`src/rtl/sdram_dp_pkg.sv`:
```
package sdram_dp_pkg;
    localparam int CL_MAX      = 3;
    localparam int RD_MASK_LAT = 2;
    localparam int PEND_W      = $clog2(CL_MAX);

    typedef enum logic [2:0] {
        CMD_NOP   = 3'd0,
        CMD_READ  = 3'd1,
        CMD_WRITE = 3'd2,
        CMD_BSTOP = 3'd3,
        CMD_PRECH = 3'd4
    } cmd_e;

    typedef enum logic [1:0] {
        ST_IDLE  = 2'd0,
        ST_READ  = 2'd1,
        ST_WRITE = 2'd2
    } seq_state_e;
endpackage

```
`src/rtl/sdp_burst_seq.sv`:
```
module sdp_burst_seq
    import sdram_dp_pkg::*;
#(
    parameter int MAX_BURST = 8
) (
    input  logic       clk,
    input  logic       rst_n,
    input  logic [2:0] cmd,
    input  logic [2:0] bl_code,
    output logic       rd_issue,
    output logic       wr_issue
);
    localparam int CW = $clog2(MAX_BURST + 1);

    seq_state_e    st, st_n;
    logic [CW-1:0] rem, rem_n;
    logic          full, full_n;
    logic [CW-1:0] beats;
    logic          is_col, is_abort;

    assign is_col   = (cmd == CMD_READ) || (cmd == CMD_WRITE);
    assign is_abort = (cmd == CMD_BSTOP) || (cmd == CMD_PRECH);

    always_comb begin
        case (bl_code)
            3'd1:    beats = CW'(2);
            3'd2:    beats = CW'(4);
            3'd3:    beats = CW'(8);
            default: beats = CW'(1);
        endcase
    end

    // next state
    always_comb begin
        st_n   = st;
        rem_n  = rem;
        full_n = full;
        if (is_col) begin
            if (bl_code == 3'd7) begin
                st_n   = (cmd == CMD_READ) ? ST_READ : ST_WRITE;
                full_n = 1'b1;
                rem_n  = '0;
            end else if (beats == CW'(1)) begin
                st_n   = ST_IDLE;
                full_n = 1'b0;
                rem_n  = '0;
            end else begin
                st_n   = (cmd == CMD_READ) ? ST_READ : ST_WRITE;
                full_n = 1'b0;
                rem_n  = beats - CW'(1);
            end
        end else if (is_abort) begin
            st_n   = ST_IDLE;
            full_n = 1'b0;
            rem_n  = '0;
        end else begin
            unique case (st)
                ST_IDLE: ;
                ST_READ, ST_WRITE: begin
                    if (!full) begin
                        rem_n = rem - CW'(1);
                        if (rem == CW'(1)) st_n = ST_IDLE;
                    end
                end
                default: st_n = ST_IDLE;
            endcase
        end
    end

    // state register
    always_ff @(posedge clk) begin
        if (!rst_n) begin
            st   <= ST_IDLE;
            rem  <= '0;
            full <= 1'b0;
        end else begin
            st   <= st_n;
            rem  <= rem_n;
            full <= full_n;
        end
    end

    // outputs
    always_comb begin
        rd_issue = 1'b0;
        wr_issue = 1'b0;
        if (cmd == CMD_READ) begin
            rd_issue = 1'b1;
        end else if (cmd == CMD_WRITE) begin
            wr_issue = 1'b1;
        end else if (!is_abort) begin
            unique case (st)
                ST_IDLE:  ;
                ST_READ:  rd_issue = 1'b1;
                ST_WRITE: wr_issue = 1'b1;
                default:  ;
            endcase
        end
    end

    // an abort leaves nothing issuing next cycle unless a new column command arrives
    a_r9_abort_silences: assert property (@(posedge clk) disable iff (!rst_n)
        is_abort |=> (is_col || (!rd_issue && !wr_issue)));

    a_r3_one_direction: assert property (@(posedge clk) disable iff (!rst_n)
        !(rd_issue && wr_issue));
endmodule

```
`src/rtl/sdp_rd_return.sv`:
```
module sdp_rd_return
    import sdram_dp_pkg::*;
#(
    parameter int NB = 9
) (
    input  logic              clk,
    input  logic              rst_n,
    input  logic              cas3,
    input  logic              rd_issue,
    input  logic [NB-1:0]     mask_req,
    output logic              beat_arrive,
    output logic              rd_valid,
    output logic [NB-1:0]     rd_byte_en,
    output logic [PEND_W-1:0] rd_pending
);
    logic [CL_MAX-1:0] sr;
    logic [NB-1:0]     mpipe [RD_MASK_LAT];
    int                tap;

    always_ff @(posedge clk) begin
        if (!rst_n) sr <= '0;
        else        sr <= {sr[CL_MAX-2:0], rd_issue};
    end

    for (genvar g = 0; g < RD_MASK_LAT; g++) begin : g_mask
        if (g == 0) begin : g_head
            always_ff @(posedge clk) begin
                if (!rst_n) mpipe[0] <= '0;
                else        mpipe[0] <= mask_req;
            end
        end else begin : g_tail
            always_ff @(posedge clk) begin
                if (!rst_n) mpipe[g] <= '0;
                else        mpipe[g] <= mpipe[g-1];
            end
        end
    end

    assign tap         = cas3 ? CL_MAX - 1 : CL_MAX - 2;
    assign beat_arrive = sr[tap];
    assign rd_valid    = beat_arrive && !(&mpipe[RD_MASK_LAT-1]);
    assign rd_byte_en  = beat_arrive ? ~mpipe[RD_MASK_LAT-1] : '0;

    always_comb begin
        rd_pending = '0;
        for (int i = 0; i < CL_MAX - 1; i++) begin
            if (i < tap) rd_pending = rd_pending + PEND_W'(sr[i]);
        end
    end

    // an all-masked returning beat is never reported valid
    a_r6_full_mask_invalid: assert property (@(posedge clk) disable iff (!rst_n)
        (beat_arrive && ($past(mask_req, 2) == {NB{1'b1}})) |-> !rd_valid);

    a_r10_pending_bound: assert property (@(posedge clk) disable iff (!rst_n)
        rd_pending <= (cas3 ? PEND_W'(2) : PEND_W'(1)));
endmodule

```
`src/rtl/sdram_dq_pipe.sv`:
```
module sdram_dq_pipe
    import sdram_dp_pkg::*;
#(
    parameter int NB        = 9,
    parameter int MAX_BURST = 8
) (
    input  logic              clk,
    input  logic              rst_n,
    input  logic              cas3,
    input  logic [2:0]        bl_code,
    input  logic [2:0]        cmd,
    input  logic [NB-1:0]     mask_req,
    output logic [NB-1:0]     dqm,
    output logic              dq_oe,
    output logic [NB-1:0]     wr_byte_en,
    output logic              rd_valid,
    output logic [NB-1:0]     rd_byte_en,
    output logic [PEND_W-1:0] rd_pending
);
    logic rd_issue, wr_issue, beat_arrive;

    sdp_burst_seq #(.MAX_BURST(MAX_BURST)) u_seq (
        .clk      (clk),
        .rst_n    (rst_n),
        .cmd      (cmd),
        .bl_code  (bl_code),
        .rd_issue (rd_issue),
        .wr_issue (wr_issue)
    );

    sdp_rd_return #(.NB(NB)) u_ret (
        .clk         (clk),
        .rst_n       (rst_n),
        .cas3        (cas3),
        .rd_issue    (rd_issue),
        .mask_req    (mask_req),
        .beat_arrive (beat_arrive),
        .rd_valid    (rd_valid),
        .rd_byte_en  (rd_byte_en),
        .rd_pending  (rd_pending)
    );

    assign dqm        = mask_req;
    assign dq_oe      = wr_issue && !beat_arrive;
    assign wr_byte_en = dq_oe ? ~mask_req : '0;

    // the write driver never meets returning read data
    a_r8_no_oe_on_return: assert property (@(posedge clk) disable iff (!rst_n)
        beat_arrive |-> (!dq_oe && wr_byte_en == '0));

    // at latency 3 a returning beat was issued three cycles before
    a_r4_cl3_tap: assert property (@(posedge clk) disable iff (!rst_n)
        (cas3 && $past(cas3, 3) && beat_arrive) |-> $past(rd_issue, 3));
endmodule

```
`config.mk`:
```
export PLATFORM = sky130hd
export DESIGN_NAME = sdram_dq_pipe
export DESIGN_NICKNAME = d
export VERILOG_FILES = /design/src/rtl/sdram_dp_pkg.sv /design/src/rtl/sdp_burst_seq.sv /design/src/rtl/sdp_rd_return.sv /design/src/rtl/sdram_dq_pipe.sv
export SDC_FILE = /design/constraint.sdc
export NUM_CORES = 1
export LEC_CHECK = 0
export CORE_ASPECT_RATIO = 0.8
export CORE_MARGIN = 2
export CORE_UTILIZATION = 30
export DETAILED_ROUTE_END_ITERATION = 10
export GPL_TIMING_DRIVEN = 0
export SLEW_MARGIN = 30
export SYNTH_ARGS = -nofsm -noshare
export SYNTH_HDL_FRONTEND = slang
export SYNTH_HIERARCHICAL = 1
export SYNTH_SLANG_ARGS = --single-unit
export TNS_END_PERCENT = 1
```
`constraint.sdc`:
```
create_clock -name clk -period 1.6 [get_ports clk]
set_clock_uncertainty 0.15 [all_clocks]
set_input_delay 0.4 -clock clk [delete_from_list [all_inputs] [get_ports clk]]
set_output_delay 0.4 -clock clk [all_outputs]
set_load 0.02 [all_outputs]
```
==> results of run 1 <==
==> layout make-up <==
class | count | area share (%)
tap | 60 | 3.44
clock inverter | 1 | 1.38
timing repair buffer | 50 | 19.7
sequential | 28 | 26.1
buffer | 15 | 5.91
multi-input combinational | 97 | 40.3
inverter | 7 | 1.21
clock buffer | 3 | 1.89
==> layout by cell type (no fill, tap or decap), types with 2 or more instances in the layout <==
cell and n:
dfxtp_2 7, a21oi_1 4, nor2_4 2, dlygate4sd2_1 9
nor2_1 13, o2bb2ai_1 2, a21oi_4 2, and2_1 22
nand2b_1 2, a21o_1 2, dfxtp_1 21, inv_1 6
clkbuf_8 3, and4_1 2, buf_6 13, nor2b_1 2
ha_4 2, clkdlybuf4s50_1 4, ha_1 4, buf_4 26
nor3b_4 9, buf_2 7, clkbuf_1 2, nor3b_1 2
==> worst min-delay path by stage <==
stage                              to  slack (ps)  depth (start not counted)
floorplan           u_ret/mpipe[1][0]         260                          1
global placement    u_ret/mpipe[1][6]         270                          1
detailed placement  u_ret/mpipe[1][3]         270                          1
CTS                 u_ret/mpipe[1][3]         290                          1
global route        u_ret/mpipe[1][3]         300                          1
finish              u_ret/mpipe[1][3]         290                          1
==> power groups by stage <==
stage | logic, uW | registers (uW) | clock network (uW)
floorplan | 179 | 757 | 0
CTS | 326 | 748 | 542
global route | 355 | 753 | 571
finish | 328 | 749 | 525
detailed placement | 318 | 763 | 0
global placement | 306 | 761 | 0
==> metal layers <==
layer / part of all wire [%] / vias to the layer above / wire length [um] / global-route usage [%]
met3: 3.9 / 0 / 125 / 2.20
met4: 0 / 0 / 0 / 4.87
met1: 45 / 530 / 1440 / 16.1
met2: 51 / 21 / 1640 / 22.4
met5: 0 / - / 0 / 0
li1: - / 589 / - / -
==> cells by family after synthesis <==
family,Yosys count
buffers and inverters,22
and+or+nand+nor,65
AOI/OAI and AO/OA,19
DFF,28
xor gates and xnor gates,3
muxes,2
adders and majority gates,7
==> state kept, by name (all words and copies together) (netlist names) <==
signal / count
u_ret/sr: 3
u_seq/rem: 4
u_seq/st: 2
u_ret/mpipe: 18
u_seq/full: 1
==> metrics by stage <==
| step | instance area (sq um) | hold slack (ps) | utilization (%) |
|---|---|---|---|
| CTS | 2150 | 293 | 47.3 |
| floorplan | 1500 | 262 | - |
| detailed placement | 2040 | 272 | 45.0 |
| finish | 2180 | 290 | 48.0 |
| global placement | 2040 | 272 | 45.0 |
| global route | 2180 | 302 | 48.0 |
==> worst max-delay path, cell delays in order (launching register included) <==
cell and delay, ps:
dfxtp_2 330, inv_2 70, ha_4 160, a21oi_4 80, nor2_4 180, nor3b_4 230
buf_6 140
==> what timing repair did <==
item,in CTS,in global routing
gates resized for setup,168,11
hold endpoints to repair,0,0
pin swaps,7,4
endpoints found under the setup margin,38,29
hold buffers,0,0
cloned,1,0
buffers inserted,3,0
==> results.cfg, run 1 <==
[run_status]
outcome = complete, but fails checks
failed_checks = setup timing

[power_and_ir_drop]
switching_share_pct = 23.1
clockPowerShare_pct = 32.8
p_switching_uw = 370
total_power_uw = 1600
p_seq_share_pct = 46.8
p_int_uw = 1230
p_leak_uw = 0.000945
combPwrFrac_pct = 20.5
vdd_drop_max_mv = 0.368
p_per_area_nw_per_um2 = 735

[synthesis]
avgSynthCellArea_sq_um = 9.63
synth-edff-count = 0
synth_adder_area_share_pct = 6.05
synthFlopType = dfxtp_1
synth-compound-area-share_pct = 9.25
yosys.area.top_type_share_pct = 39.9
ys_seq_elements = 28
synth_warnings = 6
ys_seq_area_share_pct = 39.9
synthesis.nets = 170
synth_top_area_cell = dfxtp_1
ys_types = 39
synth-simple-area-share_pct = 31.0
ys_top_cells_by_count = 28 x dfxtp_1, 22 x and2_1, 15 x nor2_1
yosys.area_share.xor_xnor_pct = 2.94
synthArstFlopShare_pct = 0
synth_area_sq_um = 1410
syn_inst = 146
synth_area_leaders = dfxtp_1 40%, and2_1 9.8%, nor3b_2 8.0%
synth_most_common_cell = dfxtp_1
synthMuxAreaShare_pct = 1.51
synth_top_family_by_area = simple AND/OR/NAND/NOR gates

[grt]
grt_pass1_wl_um = 5310
grtUsageTotal_pct = 13.0
first_global_vias = 1176
overflow = 0
grt_max_degree = 17
antenna_found_initial = 0

[sta]
fin_crit_ps = 2000
slew_violations = 0
fin_crit_sh_pct = 125
final_hold_viol_count = 0
timing.fmax_mhz = 499
rsz0062_at_grt = true
finalWorstSetupSlack_ps = -405
relSlewSlack_pct = 67.7
finalSetupTns_ps = -5860
worst_pin_slew_ps = 483
setup_viol = 25

[die]
num_rows = 22
initial_utilization_pct = 31.0
fp.dieW_um = 80.6
die-area_sq_um = 5260
core_area_sq_um = 4540
pin_count = 49
fp.dieH_um = 65.2

[cells_and_area]
multiInputGateArea_sq_um = 878
diodes = 0
nets = 226
seqCellArea_sq_um = 569
layout-drive-gt1-share_pct = 43.3
layoutNonFillerInstCount = 261
areaGrowthSynthToFinish_pct = 55.0
fill_cells = 434

[min_path]
min_from = u_ret/mpipe[0][3]
hold_path_class = flip-flop to flip-flop

[worst_setup_path]
crit_end = wr_byte_en[2]
path_class = flip-flop to output pin
worstPathMaxFanout = 5
worstPathRequired_ps = 1050
startpoint_type = flip-flop
endpoint_kind = output pin
critPathLaunch = u_seq/st[0]
r2r_slack_ps = -100
r2r-end = u_seq/rem[2]
ff2ff_path_depth = 7
reg2reg_from = u_seq/st[0]
critPathArrivalTime_ps = 1450

[placement]
io_buffers = 47
dpl_worst_slack_ps = -1470
globalplace.congestion = 0.664
placedCellCount = 253
dp_hpwl_um = 2520

[detailed_routing]
vias = 1140
first_pass_iters = 4
ant_nets = 0
wl_per_cell_um = 12.3
drtIter0Drc = 56
drt-vias-per-instance = 4.37
routed_wl_um = 3210
drcViolationCount = 0

[cts]
cts_buffer_depth = 2
root_buffer = clkbuf_8
numCtsBuffers = 3
clock_sinks = 28
path_clk_slew_ps = 90
tritoncts = built
clock_latency_ps = 260
cts-htree-levels = 1

[run]
max_cap_violations = 0
(Power assumes the default switching activity.)
==> run 2, diff against run 1 <==
--- a/config.mk
+++ b/config.mk
@@ -5,11 +5,14 @@
 export SDC_FILE = /design/constraint.sdc
 export NUM_CORES = 1
 export LEC_CHECK = 0
+export CELL_PAD_IN_SITES_DETAIL_PLACEMENT = 0
+export CELL_PAD_IN_SITES_GLOBAL_PLACEMENT = 1
 export CORE_ASPECT_RATIO = 0.8
 export CORE_MARGIN = 2
 export CORE_UTILIZATION = 30
 export DETAILED_ROUTE_END_ITERATION = 10
 export GPL_TIMING_DRIVEN = 0
+export PLACE_DENSITY_LB_ADDON = 0.3
 export SLEW_MARGIN = 30
 export SYNTH_ARGS = -nofsm -noshare
 export SYNTH_HDL_FRONTEND = slang
==> results.cfg, run 2 (synthesis gave the netlist of run 1 again) <==
[detailed_routing]
vias = 1128
drcViolationCount = 0
routed_wl_um = 3150
first_pass_iters = 4
ant_nets = 0
drtIter0Drc = 52
wl_per_cell_um = 12.1
drt-vias-per-instance = 4.32

[power_and_ir_drop]
total_power_uw = 1620
p_leak_uw = 0.000944
vdd_drop_max_mv = 0.586
p_per_area_nw_per_um2 = 744

[cts]
cts_buffer_depth = 2
path_clk_slew_ps = 90
root_buffer = clkbuf_8
clock_sinks = 28
tritoncts = built
numCtsBuffers = 3
cts-htree-levels = 1
clock_latency_ps = 260
ctsHoldBuffers = 0

[worst_setup_path]
startpoint_type = input pin
ff2ff_path_depth = 7
reg2reg_from = u_seq/st[0]
path_class = input pin to output pin
worstPathRequired_ps = 1050
r2r-end = u_seq/rem[2]
worstPathMaxFanout = 10
r2r_slack_ps = -60
endpoint_kind = output pin
critPathArrivalTime_ps = 1470

[min_path]
min_from = u_ret/mpipe[0][3]
hold_depth = 1
hold_path_class = flip-flop to flip-flop
hold_path_end = u_ret/mpipe[1][3]

[cells_and_area]
layout-drive-gt1-share_pct = 43.8
regMostFlops = u_ret/mpipe
diodes = 0
fill_cells = 441
areaGrowthSynthToFinish_pct = 54.9
final_util_pct = 48.0
nets = 226
mostFrequentLayoutCells = 29 x buf_4, 22 x and2_1, 21 x dfxtp_1
largest_registers = u_ret/mpipe: 18 flops, u_seq/rem: 4 flops, u_ret/sr: 3 flops
final_common_cell = buf_4
largest_register_ffs = 18

[sta]
slew_violations = 0
fin_crit_ps = 2020
finalWorstSetupSlack_ps = -421
relSlewSlack_pct = 68.7
worst_pin_slew_ps = 467
timing.fmax_mhz = 495
final_hold_viol_count = 0
fin_crit_sh_pct = 126
rsz0062_at_grt = true
setup_viol = 24

[grt]
grt_pass1_wl_um = 5350
first_global_vias = 1154
antenna_found_initial = 0
overflow = 0
grtUsageTotal_pct = 12.8
grt_max_degree = 17

[run]
max_cap_violations = 0

[run_status]
failed_checks = setup timing
outcome = complete, but fails checks

[die]
die-area_sq_um = 5260
fp.dieW_um = 80.6
pin_count = 49
fp.dieH_um = 65.2
initial_utilization_pct = 31.0
num_rows = 22
core_area_sq_um = 4540

[placement]
dp_hpwl_um = 2320
io_buffers = 47
globalplace.congestion = 0.745
## run 2: layer usage
layer	vias to the layer above	track usage [%]	routed length (um)
met5	-	0	0
met4	0	2.97	0
met3	0	1.92	150
met2	31	21.1	1480
met1	509	17.6	1520
li1	588	-	-
## run 2: where the power goes
group | switching [uW] | internal, uW | total (uW)
Sequential | 18.6 | 731 | 749
Clock | 211 | 334 | 546
Combinational | 160 | 166 | 326
## run 2: critical path: stages
cell and delay, ps:
buf_2 130, mux2i_4 240, buf_6 120, inv_1 60, buf_12 160, nor3b_4 210
buf_6 140
## run 2: metrics by stage
stage	hold slack (ps)	cell area, sq um	setup TNS [ps]	instances	setup WS (ps)
floorplan	262	1500	-1940	146	-196
global placement	272	2040	-35700	253	-1370
detailed placement	271	2040	-37800	253	-1450
CTS	294	2150	-6280	261	-442
global route	314	2180	-7570	261	-501
finish	292	2180	-5750	261	-421
## run 2: repair_timing
item                                    CTS  global route
pin swaps                                 6             2
buffers inserted                          3             0
endpoints found under the setup margin   38            33
cloned                                    1             0
gates resized for setup                 169            19
## run 2: worst max-delay path by stage
stage,start,endpoint,slack (ps)
6_report,cas3,wr_byte_en[5],-420
5_1_grt,u_seq/st[0],wr_byte_en[5],-500
4_1_cts,u_seq/st[0],wr_byte_en[5],-440
3_5_place_dp,cmd[0],wr_byte_en[5],-1450
3_3_place_gp,cmd[0],wr_byte_en[7],-1370
2_1_floorplan,cmd[2],wr_byte_en[0],-200
## run 2: final cells by class
cell class / instances / area [sq um] / area share (%)
sequential: 28 / 569 / 26.1
clock inverter: 1 / 30.0 / 1.38
inverter: 7 / 26.3 / 1.21
tap: 60 / 75.1 / 3.45
timing repair buffer: 50 / 439 / 20.2
clock buffer: 3 / 41.3 / 1.90
buffer: 15 / 129 / 5.92
multi-input combinational: 97 / 868 / 39.9
==> run 3, diff against run 2 <==
==> constraint.sdc (replaced) <==
create_clock -name clk -period 1.6 [get_ports clk]
set_clock_uncertainty 0.15 [all_clocks]
set_input_delay 0.48 -clock clk [delete_from_list [all_inputs] [get_ports clk]]
set_output_delay 0.48 -clock clk [all_outputs]
set_load 0.02 [all_outputs]
==> results.cfg, run 3 (synthesis gave the netlist of run 1 again) <==
[run_status]
outcome = complete, but fails checks
failed_checks = setup timing

[cts]
cts-htree-levels = 1
numCtsBuffers = 3
root_buffer = clkbuf_8
tritoncts = built
clock_sinks = 28
ctsHoldBuffers = 0
clock_latency_ps = 260
cts_buffer_depth = 2
path_clk_slew_ps = 90

[grt]
first_global_vias = 1175
grt_pass1_wl_um = 5510
grtUsageTotal_pct = 13.2
overflow = 0
grt_max_degree = 17
antenna_found_initial = 0

[sta]
rsz0062_at_grt = true
finalWorstSetupSlack_ps = -504
relSlewSlack_pct = 68.6
fin_crit_sh_pct = 132
timing.fmax_mhz = 475
worst_pin_slew_ps = 469
setup_viol = 26
slew_violations = 0
fin_crit_ps = 2100
final_hold_viol_count = 0

[worst_setup_path]
crit_family = buffers and inverters
max_stage_delay_ps = 220
crit_top_cell = buf_6
worstPathRequired_ps = 970
path_class = input pin to output pin
worstPathMaxFanout = 5
crit_chain = buf_6, mux2i_4, buf_6, inv_4, buf_12, nor3b_4, buf_6
critPathArrivalTime_ps = 1470
path_buf_inv = 5
endpoint_kind = output pin
cp_slowest_cell = mux2i_4
startpoint_type = input pin
ff2ff_path_depth = 7
cp.depth = 7

[cells_and_area]
largest_register_ffs = 18
areaGrowthSynthToFinish_pct = 57.4
fill_cells = 433
final_util_pct = 48.7
layout-drive-gt1-share_pct = 50.5
regMostFlops = u_ret/mpipe
diodes = 0
largest_registers = u_ret/mpipe: 18 flops, u_seq/rem: 4 flops, u_ret/sr: 3 flops
mostFrequentLayoutCells = 28 x buf_4, 22 x and2_1, 22 x dfxtp_1
final_common_cell = buf_4
nets = 227
layoutNonFillerInstCount = 262

[detailed_routing]
drt-vias-per-instance = 4.33
drtIter0Drc = 45
first_pass_iters = 4
routed_wl_um = 3200
drcViolationCount = 0
ant_nets = 0
vias = 1135
wl_per_cell_um = 12.2

[placement]
io_buffers = 47
globalplace.congestion = 0.745
dpl_worst_slack_ps = -1610
placedCellCount = 253
dp_hpwl_um = 2320

[power_and_ir_drop]
p_leak_uw = 0.000951
p_per_area_nw_per_um2 = 734
vdd_drop_max_mv = 0.578

[min_path]
hold_depth = 1
hold_path_class = flip-flop to flip-flop

[die]
fp.dieW_um = 80.6
pin_count = 49
die-area_sq_um = 5260
initial_utilization_pct = 31.0
num_rows = 22
fp.dieH_um = 65.2
core_area_sq_um = 4540

[run]
max_cap_violations = 0
==> run 3: cell types whose count changed in the layout (fill, tap and decap cells not counted), sizes merged <==
cell	before	now
buf	49	58
clkdlybuf4s15	0	1
dlygate4sd2	9	1
clkbuf	6	5
==> run 3: stage by stage <==
step	instance area (sq um)	TNS (ps)	hold slack [ps]	total power (uW)
final	2210	-7960	291	1620
after global routing	2210	-9670	314	1700
after CTS	2160	-8740	294	1630
after detailed placement	2040	-44920	271	1080
after global placement	2040	-42820	272	1070
after floorplan	1500	-4460	262	937
==> run 3: area by class of cell <==
cell class | instances | area, sq um | area share (%)
inverter | 7 | 28.8 | 1.30
clock buffer | 3 | 41.3 | 1.87
clock inverter | 1 | 30.0 | 1.36
multi-input combinational | 97 | 876 | 39.6
sequential | 28 | 568 | 25.7
buffer | 15 | 131 | 5.94
timing repair buffer | 51 | 463 | 20.9
tap | 60 | 75.1 | 3.39
==> run 3: layer usage <==
metal	vias up	GRT usage (%)	share of wire, %
li1	590	-	-
met1	516	18.3	49
met2	29	21.5	47
met3	0	2.34	4.1
met4	0	3.18	0
met5	-	0	0
==> run 3: where the power goes <==
part / switching (uW) / leakage (uW) / internal, uW
Combinational: 162 / 0.000683 / 170
Sequential: 19.1 / 0.000233 / 731
Clock: 209 / 0.0000357 / 334
Total: 390 / 0.000951 / 1230
==> run 3: repair_timing <==
item	in CTS	in global routing
resized for setup	211	23
gates cloned	2	0
setup buffers	3	0
pin swaps	7	2
setup endpoints to repair	40	30
==> run 3: worst paths after layout <==
check | startpoint | end | slack [ps]
max | cas3 | wr_byte_en[5] | -500
min | u_ret/mpipe[0][3] | u_ret/mpipe[1][3] | 290
max reg2reg | u_seq/st[0] | u_seq/rem[2] | -60
min reg2reg | u_ret/mpipe[0][3] | u_ret/mpipe[1][3] | 290
